===== config.mk =====
export PLATFORM = sky130hd
export DESIGN_NAME = lf_wake_ctrl
export DESIGN_NICKNAME = d
export VERILOG_FILES = /design/src/rtl/lfw_pkg.sv /design/src/rtl/lfw_sync.sv /design/src/rtl/lfw_run_cnt.sv /design/src/rtl/lfw_fsm.sv /design/src/rtl/lf_wake_ctrl.sv
export SDC_FILE = /design/constraint.sdc
export NUM_CORES = 1
export LEC_CHECK = 0
export ABC_AREA = 0
export CORE_UTILIZATION = 48
export DETAILED_ROUTE_END_ITERATION = 8
export GPL_ROUTABILITY_DRIVEN = 0
export GPL_TIMING_DRIVEN = 0
export PLACE_DENSITY = 0.66
export RECOVER_POWER = 50
export SYNTH_ARGS = -nofsm -noshare
export SYNTH_HDL_FRONTEND = slang
export SYNTH_SLANG_ARGS = --single-unit

===== constraint.sdc =====
create_clock -name clk -period 1.6 [get_ports clk]
set_clock_uncertainty 0.15 [all_clocks]
set_input_delay 0.24 -clock clk [delete_from_list [all_inputs] [get_ports clk]]
set_output_delay 0.24 -clock clk [all_outputs]
set_load 0.05 [all_outputs]

===== src/rtl/lfw_pkg.sv =====
package lfw_pkg;
   typedef enum logic [1:0] {
      ST_IDLE = 2'd0,
      ST_TX   = 2'd1,
      ST_RESP = 2'd2
   } lfw_state_e;
endpackage


===== src/rtl/lfw_sync.sv =====
module lfw_sync #(
   parameter int  STAGES  = 2,
   parameter logic RST_VAL = 1'b1
) (
   input  logic clk,
   input  logic rst_n,
   input  logic d,
   output logic q
);
   logic [STAGES-1:0] chain;

   generate
      for (genvar i = 0; i < STAGES; i++) begin : g_stage
         if (i == 0) begin : g_first
            always_ff @(posedge clk or negedge rst_n) begin
               if (!rst_n) chain[0] <= RST_VAL;
               else        chain[0] <= d;
            end
         end else begin : g_next
            always_ff @(posedge clk or negedge rst_n) begin
               if (!rst_n) chain[i] <= RST_VAL;
               else        chain[i] <= chain[i-1];
            end
         end
      end
   endgenerate

   assign q = chain[STAGES-1];
endmodule


===== src/rtl/lfw_run_cnt.sv =====
module lfw_run_cnt #(
   parameter int MAX = 8,
   parameter int W   = $clog2(MAX + 1)
) (
   input  logic         clk,
   input  logic         rst_n,
   input  logic         clr,
   input  logic         inc,
   output logic [W-1:0] cnt
);
   localparam logic [W-1:0] LIMIT = W'(MAX);

   always_ff @(posedge clk or negedge rst_n) begin
      if (!rst_n)                     cnt <= '0;
      else if (clr)                   cnt <= '0;
      else if (inc && (cnt != LIMIT)) cnt <= cnt + 1'b1;
   end

   // a clear always leaves the counter at zero on the next cycle
   p_clear_zero_r10: assert property (@(posedge clk) disable iff (!rst_n)
      clr |=> (cnt == '0));
   p_no_overflow_r10: assert property (@(posedge clk) disable iff (!rst_n)
      (cnt == LIMIT) |=> (cnt == LIMIT) || (cnt == '0));
endmodule


===== src/rtl/lfw_fsm.sv =====
module lfw_fsm
   import lfw_pkg::*;
(
   input  logic clk,
   input  logic rst_n,
   input  logic dio_s,
   input  logic fault,
   input  logic low_on,
   input  logic low_to,
   input  logic high_off,
   input  logic high_to,
   input  logic resp_done,
   output logic in_tx,
   output logic in_resp,
   output logic flt_q,
   output logic drv_en
);
   lfw_state_e st, st_n;
   logic       dio_prev;
   logic       drv_on;
   logic       fall;

   assign fall = dio_prev & ~dio_s;

   always_ff @(posedge clk or negedge rst_n) begin
      if (!rst_n) dio_prev <= 1'b1;
      else        dio_prev <= dio_s;
   end

   always_comb begin
      st_n = st;
      unique case (st)
         ST_IDLE: if (fall) st_n = ST_TX;
         ST_TX: begin
            if (low_to)       st_n = ST_IDLE;
            else if (high_to) st_n = ST_RESP;
         end
         ST_RESP: if (resp_done) st_n = ST_IDLE;
         default: st_n = ST_IDLE;
      endcase
   end

   always_ff @(posedge clk or negedge rst_n) begin
      if (!rst_n) begin
         st    <= ST_IDLE;
         flt_q <= 1'b0;
      end else begin
         st <= st_n;
         if (st == ST_TX && !low_to && high_to) flt_q <= fault;
      end
   end

   always_ff @(posedge clk or negedge rst_n) begin
      if (!rst_n)          drv_on <= 1'b0;
      else if (st != ST_TX) drv_on <= 1'b0;
      else if (low_on)      drv_on <= 1'b1;
      else if (high_off)    drv_on <= 1'b0;
   end

   assign in_tx   = (st == ST_TX);
   assign in_resp = (st == ST_RESP);
   assign drv_en  = drv_on & in_tx;

   // a falling edge in standby starts transmit mode
   p_wake_r2: assert property (@(posedge clk) disable iff (!rst_n)
      (st == ST_IDLE && fall) |=> in_tx);
   // the driver only turns on after the low filter expired
   p_on_delay_r4: assert property (@(posedge clk) disable iff (!rst_n)
      $rose(drv_en) |-> $past(low_on));
   // the driver turns off once the high filter expired
   p_off_delay_r5: assert property (@(posedge clk) disable iff (!rst_n)
      (in_tx && drv_en && high_off && !low_to && !high_to) |=> !drv_en);
   // low timeout returns to standby with the driver off
   p_low_to_r6: assert property (@(posedge clk) disable iff (!rst_n)
      (in_tx && low_to) |=> (st == ST_IDLE && !drv_en));
   // high timeout enters the response phase
   p_high_to_r7: assert property (@(posedge clk) disable iff (!rst_n)
      (in_tx && !low_to && high_to) |=> in_resp);
   // the response phase never leads straight back to transmit
   p_resp_exit_r9: assert property (@(posedge clk) disable iff (!rst_n)
      in_resp |=> !in_tx);
endmodule


===== src/rtl/lf_wake_ctrl.sv =====
module lf_wake_ctrl #(
   parameter int SYNC_STAGES = 2,
   parameter int ON_DLY      = 64,
   parameter int LOW_TO      = 4000,
   parameter int OFF_DLY     = 8,
   parameter int HIGH_TO     = 2000,
   parameter int ACK_LEN     = 100,
   parameter int ERR_LEN     = 400
) (
   input  logic clk,
   input  logic rst_n,
   input  logic dio_in,
   input  logic tick_fix,
   input  logic tick_car,
   input  logic fault,
   output logic drv_en,
   output logic drv_gnd,
   output logic tx_mode,
   output logic dio_pull
);
   localparam int LW = $clog2(LOW_TO + 1);
   localparam int HW = $clog2(HIGH_TO + 1);
   localparam int AW = $clog2(ERR_LEN + 1);

   generate
      if (SYNC_STAGES < 2) begin : g_bad_sync
         $error("SYNC_STAGES must be at least 2");
      end
      if (ON_DLY < 1 || ON_DLY >= LOW_TO) begin : g_bad_low
         $error("ON_DLY must be in 1..LOW_TO-1");
      end
      if (OFF_DLY < 1 || OFF_DLY >= HIGH_TO) begin : g_bad_high
         $error("OFF_DLY must be in 1..HIGH_TO-1");
      end
      if (ACK_LEN < 1 || ACK_LEN >= ERR_LEN) begin : g_bad_resp
         $error("ACK_LEN must be in 1..ERR_LEN-1");
      end
   endgenerate

   logic          dio_s;
   logic          in_tx, in_resp, flt_q;
   logic [LW-1:0] low_cnt;
   logic [HW-1:0] high_cnt;
   logic [AW-1:0] resp_cnt;
   logic          low_on, low_to, high_off, high_to, resp_done;

   lfw_sync #(.STAGES(SYNC_STAGES), .RST_VAL(1'b1)) u_sync (
      .clk(clk), .rst_n(rst_n), .d(dio_in), .q(dio_s));

   lfw_run_cnt #(.MAX(LOW_TO), .W(LW)) u_low (
      .clk(clk), .rst_n(rst_n), .clr(~in_tx | dio_s), .inc(tick_fix), .cnt(low_cnt));

   lfw_run_cnt #(.MAX(HIGH_TO), .W(HW)) u_high (
      .clk(clk), .rst_n(rst_n), .clr(~in_tx | ~dio_s), .inc(tick_car), .cnt(high_cnt));

   lfw_run_cnt #(.MAX(ERR_LEN), .W(AW)) u_resp (
      .clk(clk), .rst_n(rst_n), .clr(~in_resp), .inc(tick_fix), .cnt(resp_cnt));

   assign low_on    = (low_cnt  >= LW'(ON_DLY));
   assign low_to    = (low_cnt  >= LW'(LOW_TO));
   assign high_off  = (high_cnt >= HW'(OFF_DLY));
   assign high_to   = (high_cnt >= HW'(HIGH_TO));
   assign resp_done = flt_q ? (resp_cnt >= AW'(ERR_LEN)) : (resp_cnt >= AW'(ACK_LEN));

   lfw_fsm u_fsm (
      .clk(clk), .rst_n(rst_n), .dio_s(dio_s), .fault(fault),
      .low_on(low_on), .low_to(low_to), .high_off(high_off), .high_to(high_to),
      .resp_done(resp_done), .in_tx(in_tx), .in_resp(in_resp), .flt_q(flt_q),
      .drv_en(drv_en));

   assign drv_gnd  = ~drv_en;
   assign tx_mode  = in_tx;
   assign dio_pull = in_resp;

   // no carrier while the block pulls the line
   p_resp_no_drive_r9: assert property (@(posedge clk) disable iff (!rst_n)
      dio_pull |-> !drv_en);
   // the response ends only after the selected length
   p_resp_len_r8: assert property (@(posedge clk) disable iff (!rst_n)
      $fell(dio_pull) |-> $past(resp_cnt) >= AW'(ACK_LEN));
endmodule


**Word level (Yosys, flattened, before mapping)**

Cells that the tools add are included.

- Register bits: 39
- Bits of input ports: 6
- Word-level logic and storage cells: 61

- Add/subtract/negate cells: 3
- Order comparisons: 6
- Equality and inequality tests: 10
- Mux-type cells: 15
- Bitwise gates (word level): 7
- Reduce and logical (&&, ||, !) cells: 11

Operator list:

| cell | count |
|---|---|
| $mux 12 | 2 |
| $mux 11 | 2 |
| $mux 9 | 2 |
| $add 12x1->12 const B | 1 |
| $ge 12x12->1 const B | 1 |
| $ge 12x7->1 const B | 1 |
| $ne 12x12->1 const B | 1 |
| $add 11x1->11 const B | 1 |
| $ge 11x11->1 const B | 1 |
| $ge 11x4->1 const B | 1 |
| $ne 11x11->1 const B | 1 |
| $add 9x1->9 const B | 1 |
| $ge 9x7->1 const B | 1 |
| $ge 9x9->1 const B | 1 |
| $ne 9x9->1 const B | 1 |
| $mux 2 | 4 |
| $ne 2x1->1 const B | 4 |
| $pmux 2 s3 | 1 |
| $logic_and 1x1->1 | 5 |
| $mux 1 | 4 |
| $reduce_bool 2->1 | 2 |
| $ne 3x1->1 const B | 1 |
| $not 1->1 | 3 |
| $reduce_and 3->1 | 1 |
| 7 further kinds | 9 |

**Longest topological paths before layout**

Gate-level depths: netlist of run 1.

- Depth after elaboration: 4
- Depth in mapped cells: 6

**Modules after synthesis**

A second synthesis of run 1 with hierarchy kept.

- Cell total of the unflattened synthesis: 230
- Area, all modules: 2222.1 µm²

Modules (own cells, without submodules):

| module | times used | cells each | area each (µm²) |
|---|---|---|---|
| lfw_run_cnt at u_low | 1 | 71 | 695.7 |
| lfw_run_cnt at u_high | 1 | 64 | 620.6 |
| lfw_run_cnt at u_resp | 1 | 54 | 510.5 |
| lfw_fsm | 1 | 17 | 212.7 |
| lf_wake_ctrl | 1 | 22 | 130.1 |
| lfw_sync | 1 | 2 | 52.6 |

**Least setup slack after synthesis of run 1**

No wires, ideal clock.

- Path kind: register to output
- From: register u_fsm.st[1]
- To: output port drv_en
- Arrival: 2322 ps
- Required time: 1210 ps
- Slack: -1112 ps
- Stages on the path, launching flop included: 4
- Buffers on the path: 0
- Path through: dfrtp_1 -> nor2b_1 -> nand2_1 -> inv_1

- Cells in the longest elaborated chain, start to end: 2

Ends and longest elaborated chain:

| item | line | RTL |
|---|---|---|
| from (decl) | lfw_fsm.sv:18 | `lfw_state_e st, st_n;` |
| from (signal assigned) | lfw_fsm.sv:48 | `st <= st_n;` |
| $eq 2x1->1 | lfw_fsm.sv:60 | `assign in_tx = (st == ST_TX);` |
| via tx_mode | lf_wake_ctrl.sv:18 | `output logic tx_mode,` |
| $and 1x1->1 | lfw_fsm.sv:62 | `assign drv_en = drv_on & in_tx;` |
| to (decl) | lf_wake_ctrl.sv:16 | `output logic drv_en,` |

The timed path passes the listed nets, and every way through them passes these cells.

**Worst setup path after layout of run 1**

- From: register u_high.cnt[3]
- To: register u_high.cnt[1]

- Cells in the longest elaborated chain, start to end: 3

Ends and longest elaborated chain:

| item | line | RTL |
|---|---|---|
| from (decl) | lfw_run_cnt.sv:9 | `output logic [W-1:0] cnt` |
| from (signal assigned) | lfw_run_cnt.sv:16 | `else if (inc && (cnt != LIMIT)) cnt <= cnt + 1'b1;` |
| $ne 11x11->1 | lfw_run_cnt.sv:16 |  |
| $logic_and 1x1->1 | lfw_run_cnt.sv:16 |  |
| $reduce_bool 2->1 (no line) | -- |  |

Every way passes these cells.
A chain may end at the register's enable or synchronous reset.

==> results.txt, run 1 <==
The flow ran to the end, but the final reports show violations. The final reports fail on negative setup slack. The kind of cell with the highest combined delay along the critical path is flip-flops. The post-synth design cell area came out at 2030 sq um. The floorplan step defined a die boundary enclosing 4490 sq um.

The final critical-path setup slack came out at -80.5 ps. In this run the power density over the cells is 789 nW/um^2. Walking the worst path, the cells encountered are or2_2, o31ai_4, mux2i_1, nor2_1. On the critical path, the stage with the largest delay is an instance of sky130_fd_sc_hd__dfrtp_2.

The worst setup path is of the flop to flop kind. The clock insertion delay at the later pin of the skew report is 290 ps. The slew of the pin with the lowest slew margin is 935 ps. The count of unique library cells instantiated by Yosys is 39. The area of all placed cells without fillers is 2480 sq um. Setup repair after global routing could not meet its margin everywhere.

The worst register-to-register path begins at u_high.cnt[3]. In this run, synthesis produced a sequential element count of 39. The layout cell share with drive strength beyond 1 came out at 26.1%.

In this run the static leakage power is 1.04 nW. The largest buffer count on any clock path is 2. At the end of the flow the core is filled with cells to 61.6%. The final period utilization came out at 105%. The overall global routing resource usage came out at 21.8%. The beginning of the critical path is u_high.cnt[3]. For this run, the top clock speed supported by timing is 595 MHz. In the final timing run, aggregate negative setup slack is -115 ps.

The die is 67.0 microns tall. For the worst setup path, the data arrival time is 1710 ps. The fraction of synthesis flops using an asynchronous set or reset pin came out at 100%. The total detailed-routing wirelength is 4160 microns. The placement row count came out at 23. The synthesized area per cell came out at 9.74 sq um.

The number of H-tree levels came out at 2. The number of global-route vias before repair is 1,590. The initial core utilization is 50.3%.

The clock input transition at the sequential cells of the worst setup and hold paths is 80 ps. Timing analysis after detailed placement gives a worst setup slack of -354 ps. The number of antenna diodes came out at 0. The number of antenna-violating nets in the routed design is 0.

Routed signal wires occupy layers up through met4. The critical path endpoint category is a flop. The initial antenna violation count is 0. The number of detailed-route iterations in the first pass is 4. The I/O pin total came out at 10. Headroom to the max-slew limit came out at 37.7%.

The area after detailed placement is 2200 sq um. The detailed router finished its first iteration with 106 violations. Ranked by instance count, the synthesized netlist is headed by sky130_fd_sc_hd__dfrtp_1 (36), sky130_fd_sc_hd__nor2_1 (29), sky130_fd_sc_hd__nand2_1 (14), sky130_fd_sc_hd__nand4_1 (14), sky130_fd_sc_hd__xor2_1 (14).

The final layout contains 249 nets. The largest net degree at the start of global routing is 40. The final period demand of the worst path is 1680 ps.

In the post-synthesis netlist, the biggest area contributors are sky130_fd_sc_hd__dfrtp_1 (44%), sky130_fd_sc_hd__xor2_1 (6.0%), sky130_fd_sc_hd__nor2_1 (5.4%). The cell taking the most area after synthesis is sky130_fd_sc_hd__dfrtp_1. The chip width is 67.0 microns. The prevailing post-synth register cell is sky130_fd_sc_hd__dfrtp_1. The overall via count from detail_route came out at 1,619. The total congestion overflow after global routing came out at 0.

The top-area cell type share of the netlist area is 44.4%. The amount of wire on met3 after detailed routing came out at 113 microns. Among all cell types in the netlist, the one instantiated most often is sky130_fd_sc_hd__dfrtp_1. The met2 layer wire length in the routed design came out at 2120 microns.

The worst hold path belongs to the class flop to flop. The number of synthesis warnings came out at 0. The required time reported for the critical path endpoint came out at 1630 ps. The maximum fanout along the worst path came out at 5.

The first-pass GRT wire length is 7180 microns. The origin of the worst min-delay path is u_sync.chain[0]. Summed over all nets, the half-perimeter wirelength after detailed placement is 2660 microns. The post-synthesis net count is 220. The number of instances in the synthesized netlist is 208.

Dividing the detail-routed via count by the number of cells gives 5.62. The max-capacitance violation count came out at 0. TritonCTS built the clock tree. TritonCTS created 5 clock buffers. The final number of hold-violating endpoints was 0. CTS placed an instance of sky130_fd_sc_hd__clkbuf_8 at the clock tree root. For this run, the number of standard cells in the final layout without fillers is 288. The count of flip-flops with a built-in enable after synthesis came out at 0. The detailed-route DRC error count came out at 0. The worst setup path is launched from a flop. The wire length on met1 came out at 1860 microns.

The sink count of the clock tree is 39. Relative to the synthesized area, the layout overhead comes to 22.5%. The placeable core area is 4030 sq um. For this run, the slowest stage of the critical path takes 450 ps. The number of buffers inserted by port buffering came out at 9. The max-slew violation total from the final report was 0. The maximum vdd drop came out at 374 uV. The number of placed instances with taps included is 267. The number of setup violations in the final report is 5. The detailed-route wire length per cell is 14.5 microns. The sequential element share of the synthesized area came out at 48.3%. The total buffers and inverters traversed by the critical path is 0.
==> metal layers <==
metal  vias to the layer above  global-route usage [%]
li1                        781                       -
met1                       809                    25.9
met2                        22                    37.0
met3                         7                    4.97
met4                         0                    9.57
met5                         -                       0
==> layout make-up <==
class	instances	area, sq um
inverter	9	37.5
sequential	39	985
timing repair buffer	23	198
buffer	4	32.5
tap	50	62.6
fill	353	1550
multi-input combinational	155	1070
clock buffer	8	100
==> power by group <==
part           switching (W)  leakage [nW]  internal (W)
clock network       0.000336        0.0515      0.000393
registers          0.0000199         0.519       0.00101
logic               0.000117         0.474     0.0000847
total               0.000474          1.04       0.00149
==> kinds of logic (layout without fill, tap and decap cells) <==
logic type                 count (synthesis)  after routing  share of synthesized area (%)
and+or+nand+nor                          102            102                           26.1
DFF                                       39             39                           48.3
AOI/OAI and AO/OA                         21             21                           6.67
muxes                                      3              3                           1.54
xor gates and xnor gates                  23             23                           9.94
adders and majority gates                  6              6                           3.70
buffers and inverters                     14             44                           3.70
==> state kept, by name, indices dropped and copies added (netlist names) <==
signal,count
u_high.cnt,11
u_fsm.dio_prev,1
u_sync.chain,1
u_fsm.st,2
u_low.cnt,12
u_fsm.drv_on,1
u_resp.cnt,9
u_sync.q,1
u_fsm.flt_q,1
==> per-stage QoR <==
step,hold slack (ps),power [W]
after floorplan,-206,0.00114
after global placement,197,0.00120
after detailed placement,201,0.00120
after CTS,205,0.00197
after global routing,220,0.00205
final,216,0.00196
==> worst reg2reg max path: cells and delay by family, from the launching register on <==
kind | cells | cell delay (ps)
and+or+nand+nor | 2 | 400
AOI/OAI and AO/OA | 1 | 320
DFF | 1 | 450
muxes | 1 | 260
==> worst paths after layout <==
path	to	cells past startpoint	slack, ps
min reg2reg	u_sync.q	0	220
max in group asynchronous	u_fsm.st[1]	2	190
max	u_high.cnt[1]	4	-80
min	u_sync.q	0	220
min in group asynchronous	u_high.cnt[5]	2	470
max reg2reg	u_high.cnt[1]	4	-80
==> what timing repair did <==
item,in CTS,in global routing
buffers inserted,13,0
pin swaps,9,7
cloned,0,0
setup endpoints to repair,11,24
gates resized for setup,33,23
hold buffers,1,0
hold endpoints to repair,36,0
==> cell usage in the layout, fill, tap and decap left out, types with 2 or more instances in the layout <==
| cell | netlist | layout |
|---|---|---|
| sky130_fd_sc_hd__dfrtp_1 | 36 | 32 |
| sky130_fd_sc_hd__nor2_1 | 29 | 28 |
| sky130_fd_sc_hd__nand4_1 | 14 | 14 |
| sky130_fd_sc_hd__xor2_1 | 14 | 14 |
| sky130_fd_sc_hd__buf_4 | 0 | 13 |
| sky130_fd_sc_hd__nand2_1 | 14 | 12 |
| sky130_fd_sc_hd__nand3_1 | 10 | 9 |
| sky130_fd_sc_hd__xnor2_1 | 9 | 9 |
| sky130_fd_sc_hd__a21oi_1 | 9 | 8 |
| sky130_fd_sc_hd__clkbuf_8 | 0 | 7 |
| sky130_fd_sc_hd__inv_1 | 9 | 5 |
| sky130_fd_sc_hd__o21ai_0 | 5 | 5 |
| sky130_fd_sc_hd__nor3_1 | 8 | 5 |
| sky130_fd_sc_hd__or3_1 | 5 | 5 |
| sky130_fd_sc_hd__ha_1 | 6 | 5 |
| sky130_fd_sc_hd__and3_1 | 4 | 4 |
| sky130_fd_sc_hd__dfrtp_2 | 0 | 4 |
| sky130_fd_sc_hd__inv_2 | 0 | 3 |
| sky130_fd_sc_hd__buf_6 | 3 | 3 |
| sky130_fd_sc_hd__nand2b_1 | 4 | 3 |
| sky130_fd_sc_hd__nor3_2 | 0 | 3 |
| sky130_fd_sc_hd__dlygate4sd3_1 | 0 | 3 |
| sky130_fd_sc_hd__dfstp_2 | 3 | 3 |
| sky130_fd_sc_hd__o211ai_1 | 2 | 2 |
| sky130_fd_sc_hd__mux2i_1 | 2 | 2 |
| sky130_fd_sc_hd__nor4_2 | 0 | 2 |
| sky130_fd_sc_hd__clkbuf_2 | 0 | 2 |
| sky130_fd_sc_hd__clkbuf_1 | 2 | 2 |
| sky130_fd_sc_hd__clkdlybuf4s50_1 | 0 | 2 |
| sky130_fd_sc_hd__buf_8 | 0 | 2 |
Power figures use the tool's default switching activity.
==> run 2, diff against run 1 <==
==> constraint.sdc (replaced) <==
create_clock -name clk -period 1.6 [get_ports clk]
set_clock_uncertainty 0.15 [all_clocks]
set_input_delay 0.24 -clock clk [delete_from_list [all_inputs] [get_ports clk]]
set_output_delay 0.24 -clock clk [all_outputs]
set_load 0.005 [all_outputs]
==> results.txt, run 2 (synthesized netlist as in run 1, its figures left out) <==
The number of nets in the layout came out at 259 (was 249). The layout cell share with drive strength beyond 1 came out at 27.8% (was 26.1%). The final period demand of the worst path is 1650 ps (was 1680 ps). The placement row count is 23 (unchanged). The total power came to 0.00190 W (was 0.00196 W).

The maximum vdd drop came to 452 uV (was 374 uV). The initial antenna violation count was 0 (unchanged). The final core area utilization came out at 62.5% (was 61.6%). The number of setup violations in the final report is 2 (was 5). The commonest non-fill, non-tap cell in the layout is sky130_fd_sc_hd__dfrtp_1 (unchanged).

The clock insertion delay at the later pin of the skew report is 300 ps (was 290 ps). RSZ-0062 raised after global routing: yes (unchanged). The class of the worst hold path is flop to flop (unchanged). The first-pass GRT wire length was 7250 microns (was 7180 microns). The final period utilization is 103% (was 105%). The number of buffers inserted by port buffering came out at 9 (unchanged).

The vias per cell is 5.52 (was 5.62). The number of detailed-route iterations in the first pass is 4 (unchanged). The CTS tree is done (unchanged). The cell area power density is 752 nW/um^2 (was 789 nW/um^2).

The slew of the pin with the lowest slew margin is 971 ps (was 935 ps). The register name with the most flops is u_low.cnt (unchanged). The height of the die came to 67.0 microns (unchanged). The largest buffer count on any clock path is 2 (unchanged). The number of antenna-violating nets in the routed design came out at 0 (unchanged). The overall global routing resource usage is 21.9% (was 21.8%). The worst-case setup slack after placement is -285 ps (was -354 ps). The total congestion overflow after global routing is 0 (unchanged). The clock input transition at the sequential cells of the worst setup and hold paths came out at 80 ps (about the same). The area of all placed cells without fillers came out at 2520 sq um (was 2480 sq um).

The largest net degree at the start of global routing is 40 (unchanged). The number of clock buffers inserted by TritonCTS came out at 5 (unchanged). The data arrival time of the critical path came out at 1680 ps (was 1710 ps).

Status: complete, but fails checks (unchanged). The initial core utilization came out at 50.3% (unchanged). The depth of the worst register-to-register path is 4 (unchanged).

The number of H-tree levels came out at 2 (unchanged). The chip width came out at 67.0 microns (unchanged). The detailed-route DRC error count is 0 (unchanged). The fmax was 608 MHz (was 595 MHz).

The overall via count from detail_route was 1,646 (was 1,619). The kind of start point of the critical path was a flop (unchanged). The number of antenna diodes came out at 0 (unchanged). The area growth from synthesis to layout came out at 24.3% (was 22.5%).

The worst-case register-to-register setup slack is -50 ps (was -80 ps). Registers with the most flip-flops: u_low.cnt x12, u_high.cnt x11, u_resp.cnt x9 (unchanged). The static leakage power came out at 1.09 nW (was 1.04 nW). The worst flop-to-flop path endpoint is u_resp.cnt[2] (was u_high.cnt[1]). The critical path capture point is u_resp.cnt[2] (was u_high.cnt[1]). The sink count of the clock tree is 39 (unchanged). The type of the setup path with the least slack was flop to flop (unchanged).

The max-slew violation total from the final report came out at 0 (unchanged). The worst max-slew margin expressed relative to the limit came out at 35.3% (was 37.7%). The launch point of the worst reg-to-reg path was u_resp.cnt[3] (was u_high.cnt[3]). The required time reported for the critical path endpoint is 1640 ps (was 1630 ps). The area after detailed placement is 2180 sq um (was 2200 sq um). The number of global-route vias before repair is 1,648 (was 1,590). The maximum fanout along the worst path came out at 2 (was 5). The final critical-path setup slack is -45.3 ps (was -80.5 ps). The number of DRC violations after detailed-routing iteration 0 came to 46 (was 106).

The critical path endpoint category was a flop (unchanged). The max-capacitance violation count came to 0 (unchanged). The estimated wirelength of the detail-placed design is 2650 microns (was 2660 microns). The clock root buffer master is sky130_fd_sc_hd__clkbuf_8 (unchanged). Failing checks: negative setup slack (unchanged).

The placeable core area came to 4030 sq um (unchanged). The beginning of the critical path is u_resp.cnt[3] (was u_high.cnt[3]). The flip-flop count of the largest register, all copies and words added was 12 (unchanged). The detailed-route wire length per cell came out at 14.6 microns (was 14.5 microns). The total detailed-routing wirelength is 4360 microns (was 4160 microns). The final number of hold-violating endpoints was 0 (unchanged).

Highest-count cells in the layout ignoring fill and taps: sky130_fd_sc_hd__dfrtp_1 (34), sky130_fd_sc_hd__nor2_1 (28), sky130_fd_sc_hd__buf_4 (20), sky130_fd_sc_hd__nand4_1 (14), sky130_fd_sc_hd__xor2_1 (14) (was sky130_fd_sc_hd__dfrtp_1 (32), sky130_fd_sc_hd__nor2_1 (28), sky130_fd_sc_hd__nand4_1 (14), sky130_fd_sc_hd__xor2_1 (14), sky130_fd_sc_hd__buf_4 (13)). The I/O pin total came out at 10 (unchanged). The full die area came out at 4490 sq um (unchanged).
-- run 2: cell types whose count changed in the layout (fill, tap and decap cells not counted), sizes merged --
cell,previous run,this run
clkinv,0,1
buf,19,28
clkbuf,11,9
clkinvlp,1,2
inv,8,9
-- run 2: metrics by stage --
step / instances / TNS, ps / hold WS (ps)
floorplan: 208 / 0 / -206
global placement: 267 / -31930 / 198
detailed placement: 267 / -2690 / 198
CTS: 297 / -157 / 196
global route: 298 / -819 / 225
finish: 298 / -74.6 / 220
-- run 2: area by class of cell --
type	count	area (sq um)
buffer	5	46.3
clock buffer	5	68.8
clock inverter	3	20.0
fill	349	1510
inverter	9	33.8
multi-input combinational	155	1050
sequential	39	982
tap	50	62.6
timing repair buffer	32	254
-- run 2: report_power, final --
part           internal, W  total [W]  switching, W
registers          0.00101    0.00103     0.0000205
clock network     0.000303   0.000670      0.000367
logic            0.0000939   0.000198      0.000105
-- run 2: what timing repair did --
item,CTS,global route
resized for setup,24,20
buffers inserted,21,1
pin swaps,7,11
endpoints found under the hold margin,36,0
hold buffers,1,0
endpoints found under the setup margin,21,24
-- run 2: worst max-delay path: stages (launching register included) --
cell                       delay, ps
sky130_fd_sc_hd__dfrtp_1         390
sky130_fd_sc_hd__or4_4           560
sky130_fd_sc_hd__o211ai_1        210
sky130_fd_sc_hd__xor2_1          170
sky130_fd_sc_hd__nor2_1           50
-- run 2: how the worst min path moves through the flow --
| stage | from | end | slack, ps | cells past startpoint |
|---|---|---|---|---|
| final | u_sync.chain[0] | u_sync.q | 220 | 0 |
| after global placement | u_sync.chain[0] | u_sync.q | 200 | 0 |
| after global routing | u_sync.chain[0] | u_sync.q | 220 | 0 |
| after detailed placement | u_sync.chain[0] | u_sync.q | 200 | 0 |
| after floorplan | rst_n | u_fsm.drv_on | -210 | 0 |
| after CTS | dio_in | u_sync.chain[0] | 200 | 1 |
-- run 2: layer usage --
layer  global-route usage [%]  part of all wire (%)
met1                     24.4                    42
met5                        0                     0
met3                     5.65                   2.9
met2                     38.8                    53
met4                     9.84                   1.4
